File: src/rtl/pwr_mode_ctl.sv
module pwr_mode_ctl #(
  parameter int LOCK_WAIT   = 16,
  parameter int WAKE_CYCLES = 20
) (
  input  logic       clk,
  input  logic       rst_n,
  input  logic       irq_req,
  input  logic       rtc_evt,
  input  logic       sw_req,
  input  logic [2:0] sw_mode,
  input  logic       pll_locked,
  output logic [2:0] mode,
  output logic       pll_en,
  output logic       pll_bypass,
  output logic       core_clk_en,
  output logic       clk_div2,
  output logic       lock_timeout
);
  localparam int LW = $clog2(LOCK_WAIT + 1);
  localparam int WW = $clog2(WAKE_CYCLES + 1);
  localparam logic [LW-1:0] CNT_LAST  = LW'(LOCK_WAIT - 1);
  localparam logic [WW-1:0] WAKE_LOAD = WW'(WAKE_CYCLES);

  typedef enum logic [2:0] {
    S_FULL = 3'd0, S_ACT = 3'd1, S_REL = 3'd2,
    S_SLP  = 3'd3, S_DEEP = 3'd4, S_LOCK = 3'd5
  } st_t;

  st_t st, nxt, tgt;
  logic [LW-1:0] cnt;
  logic [WW-1:0] wt;
  logic running;
  st_t  to_full;

  assign running = (st == S_FULL) || (st == S_ACT) || (st == S_REL);
  assign to_full = pll_locked ? S_FULL : S_LOCK;

  always_comb begin
    nxt = st;
    unique case (st)
      S_LOCK: begin
        if (pll_locked)        nxt = S_FULL;
        else if (cnt == CNT_LAST) nxt = S_ACT;
      end
      S_FULL, S_ACT, S_REL: begin
        if (sw_req) begin
          case (sw_mode)
            3'd0: nxt = to_full;
            3'd1: nxt = S_ACT;
            3'd2: nxt = S_REL;
            3'd3: nxt = S_SLP;
            3'd4: nxt = S_DEEP;
            default: nxt = st;
          endcase
        end
      end
      S_SLP: begin
        if (irq_req || wt == '0) nxt = (tgt == S_FULL) ? to_full : tgt;
      end
      S_DEEP: begin
        if (rtc_evt) nxt = (tgt == S_FULL) ? S_LOCK : tgt;
      end
      default: nxt = S_LOCK;
    endcase
  end

  always_ff @(posedge clk or negedge rst_n) begin
    if (!rst_n) begin
      st           <= S_LOCK;
      tgt          <= S_FULL;
      cnt          <= '0;
      wt           <= '0;
      lock_timeout <= 1'b0;
    end else begin
      st  <= nxt;
      cnt <= (st == S_LOCK && nxt == S_LOCK) ? cnt + 1'b1 : '0;
      if (st == S_LOCK && nxt == S_ACT) lock_timeout <= 1'b1;
      if (running && (nxt == S_SLP || nxt == S_DEEP)) tgt <= st;
      if (nxt == S_SLP && st != S_SLP) wt <= WAKE_LOAD;
      else if (st == S_SLP && wt != '0) wt <= wt - 1'b1;
    end
  end

  assign mode        = (st == S_LOCK) ? 3'd1 : st;
  assign pll_en      = !(st == S_REL || st == S_DEEP);
  assign pll_bypass  = (st != S_FULL);
  assign clk_div2    = (st != S_FULL);
  assign core_clk_en = !(st == S_SLP || st == S_DEEP);
endmodule

File: config.mk
export PLATFORM = sky130hd
export DESIGN_NAME = pwr_mode_ctl
export DESIGN_NICKNAME = d
export VERILOG_FILES = /design/src/rtl/pwr_mode_ctl.sv
export SDC_FILE = /design/constraint.sdc
export NUM_CORES = 1
export LEC_CHECK = 0
export CAP_MARGIN = 20
export CORE_ASPECT_RATIO = 1.5
export CORE_MARGIN = 2
export CORE_UTILIZATION = 35
export CTS_CLUSTER_DIAMETER = 120
export DETAILED_ROUTE_END_ITERATION = 8
export PLACE_DENSITY_LB_ADDON = 0.05
export SLEW_MARGIN = 25
export SYNTH_ARGS = -nofsm -noshare
export SYNTH_HDL_FRONTEND = slang
export SYNTH_SLANG_ARGS = --single-unit
File: constraint.sdc
create_clock -name clk -period 2.2 [get_ports clk]
set_clock_uncertainty 0.05 [all_clocks]
set_input_delay 0.44 -clock clk [delete_from_list [all_inputs] [get_ports clk]]
set_output_delay 0.44 -clock clk [all_outputs]
set_load 0.005 [all_outputs]
==> reports/metrics.cfg <==
[status]
outcome = finished, violations left
violations = negative setup slack

[setup_path]
crit_top_cell = sky130_fd_sc_hd__a211o_1
required_ns = 2.30
setup.worst_path.start_class = flip-flop
cp_data_arrival_time_ns = 2.45
worstPathMaxFanout = 5
cp-end-kind = flip-flop
maximum_single_stage_delay_on_the_critical_path_ns = 0.46
critPathSlowestCell = sky130_fd_sc_hd__or4b_4
timing.critical_path.cells = inv_2 -> ha_4 -> or4b_4 -> a211o_1 -> a22o_1 -> a21oi_4 -> buf_6 -> a221oi_2 -> a211o_1
critical_path_class = flip-flop to flip-flop
r2r.worst_path.cells = 9

[placement]
dp_cells = 203
dpl.hpwl_um = 2210
pre_cts_ws_ns = -0.302
routabilityCongestion = 0.842
placement.cell_area_um2 = 1520
buffer_ports.inserted = 16

[min_path]
whs_path_cells = 1
holdCritPathClass = flip-flop to flip-flop

[floorplanning]
die_w_um = 50.7
std_cell_rows = 25
die_height_um = 74.1
die_area_um2 = 3760
pin_count = 17
fp.coreArea_um2 = 3130
initial_core_util_pct = 36.6

[timing]
worstMarginPinSlew_ns = 0.523
post-route-worst-setup-slack_ns = -0.155
setup_repair_after_global_routing_missed_its_margin = true
achievable_frequency_mhz = 425
setup_viol = 7
finalHoldViolCount = 0
min_period_over_period_pct = 107
final.min_clock_period_ns = 2.36
slew_headroom_pct = 65.1
maxSlewViolCount = 0
final_hold_slack_ns = 0.436

[yosys]
synth_mux_area_share_pct = 0.873
synth_simple_gate_area_share_pct = 25.3
synthesis.area_per_instance_um2 = 8.88
yosysSeqAreaShare_pct = 37.3
synth_cells = 129
synth_cell_area_um2 = 1150
synthesized_flop_and_latch_total = 17
synth.distinct_cells = 47
synth_top_flop_cell = sky130_fd_sc_hd__dfrtp_1
async_reset_ff_share_pct = 100
synth-warning-count = 0
fraction_of_the_mapped_netlist_area_in_compound_gates_pct = 21.9
synth.net_count = 142
largest_family_of_logic_cells_by_synthesized_area = simple AND/OR/NAND/NOR gates
synth-adder-area-share_pct = 4.37
post_synth_xor_area_fraction_pct = 3.82
synth_edf_count = 0

[drt]
detail_route.wl_per_cell_um = 14.3
wl_um = 3120
num_vias = 1145
drt-pass1-iter-count = 4
drt.antenna.violating_nets = 0
dr.first_iter.drc_count = 22
routed_via_density = 5.23
detail_route.drc_violations = 0

[finish]
antennaDiodeCount = 0
layout.filler_cells = 292
final_layout_size_suffix_gt1_share_pct = 38.5
nets = 193
multi_input_comb_area_um2 = 722
final-instance-count-excl-fill = 219
sequential_cell_area_um2 = 429
final_cell_area_um2 = 1760
layout-area-overhead-vs-synth_pct = 53.4
layout.core_utilization_pct = 56.2

[global_route]
global_route.usage.total_pct = 18.1
maximum_number_of_pins_on_one_net_before_global_route_repair = 18
first_global_vias = 1199
grt_first_pass_wirelength_um = 5110
grt_overflow = 0
initial_antenna_violation_count = 0

[clock_tree]
numCtsBuffers = 3
worst_skew_pair.late_latency_ns = 0.25
clock_path_buffers = 2
cts_tree = built
clock-sinks = 17
htree_num_levels = 1
cts.reportedPaths.clkPinSlew_ns = 0.07
post_cts_hold_buffer_count = 0
clock_tree.root_cell = sky130_fd_sc_hd__clkbuf_8

[power]
peakVddDrop_mv = 0.672
cellPowerDensity_nw_per_um2 = 1410
power.leakage_nw = 0.771

[flow_run]
timing.max_cap.violations = 0

## stage by stage
stage | TNS [ns] | power (mW)
6_report | -0.688 | 2.48
5_1_grt | -1.34 | 2.66
4_1_cts | -0.837 | 2.34
3_5_place_dp | -2.62 | 1.88
3_3_place_gp | -2.70 | 1.87
2_1_floorplan | -0.122 | 1.27
## repair_timing
| action | CTS | global route |
|---|---|---|
| endpoints found under the setup margin | 14 | 12 |
| setup buffers | 9 | 4 |
| gates resized for setup | 19 | 12 |
| pin swaps | 3 | 6 |
## layer usage
layer	share of wire, %	vias up	track usage [%]
li1	-	561	-
met1	40	544	17.8
met2	53	30	34.2
met3	3.8	10	2.81
met4	3.7	0	12.3
met5	0	-	0
## cells in the final DEF (no fill, tap or decap), drive strengths merged, types with 5 or more instances in the layout
| cell type | netlist | routed |
|---|---|---|
| nor2 | 10 | 10 |
| nand2b | 5 | 5 |
| nand2 | 9 | 9 |
| clkdlybuf4s50 | 0 | 11 |
| dfrtp | 15 | 15 |
| inv | 9 | 9 |
| buf | 2 | 39 |
| a21oi | 5 | 5 |
## worst max-delay path, delay by kind of cell, from the launching register on
kind                       cells  cell delay (ns)
and+or+nand+nor                1             0.46
buffers and inverters          2             0.22
DFF                            1             0.39
AOI/OAI and AO/OA              5             1.00
adders and majority gates      1             0.13
## worst paths after layout
check / from / end / slack [ns]
setup reg to reg: wt[1]$_DFFE_PN0P_ / tgt[1]$_DFFE_PN0P_ / -0.16
min in group asynchronous: rst_n / cnt[0]$_DFF_PN0_ / 0.45
hold reg to reg: lock_timeout$_DFFE_PN0P_ / lock_timeout$_DFFE_PN0P_ / 0.44
max in group asynchronous: rst_n / st[0]$_DFF_PN1_ / 1.40
setup / recovery: wt[1]$_DFFE_PN0P_ / tgt[1]$_DFFE_PN0P_ / -0.16
hold / removal: lock_timeout$_DFFE_PN0P_ / lock_timeout$_DFFE_PN0P_ / 0.44
## Yosys cell counts, drive strengths merged, types with 2 or more instances
master / count / area, um^2
inv: 9 / 33.8
nand3: 3 / 15.0
o22ai: 4 / 37.5
dfstp: 2 / 52.6
nor3: 3 / 15.0
xor2: 2 / 17.5
or3: 2 / 12.5
nor4b: 2 / 17.5
nor4: 2 / 12.5
clkbuf: 7 / 26.3
a21oi: 5 / 36.3
and2: 2 / 12.5
buf: 2 / 12.5
and3: 3 / 20.0
a31oi: 3 / 18.8
nor3b: 2 / 15.0
o21ai: 4 / 20.0
nor2b: 2 / 12.5
o21bai: 3 / 22.5
xnor2: 3 / 26.3
nor2: 10 / 37.5
ha: 4 / 50.1
a211oi: 2 / 15.0
nand2b: 5 / 31.3
nand2: 9 / 33.8
a211o: 2 / 17.5
a221oi: 2 / 17.5
dfrtp: 15 / 375
## power breakdown
| group | leakage, nW | switching, mW | internal, mW | total, mW |
|---|---|---|---|---|
| registers | 0.208 | 0.126 | 0.424 | 0.550 |
| clock network | 0.0255 | 0.107 | 0.126 | 0.233 |
| logic | 0.538 | 0.748 | 0.947 | 1.69 |
| total | 0.771 | 0.981 | 1.50 | 2.48 |
## flip-flops by register name, indices dropped and copies added (netlist names)
signal / count
cnt: 5
wt: 5
tgt: 3
lock_timeout: 1
st: 3
## area by class of cell
class	instances	share of cell area, %
Inverter	9	1.92
Multi-Input combinational cell	94	41.1
Timing Repair Buffer	55	27.1
Clock inverter	1	0.285
Clock buffer	3	2.35
Sequential cell	17	24.4
Tap cell	40	2.85
## cells by family (layout without fill, tap and decap cells)
family                   count (synthesis)  after routing
AND/OR/NAND/NOR                         51             51
adder cells (fa/ha/maj)                  4              4
buffers and inverters                   18             68
XOR/XNOR                                 5              5
multiplexers                             1              1
AO/OA/AOI/OAI                           33             33
flip-flops                              17             17
No activity file was read; power rests on OpenSTA's default activity.
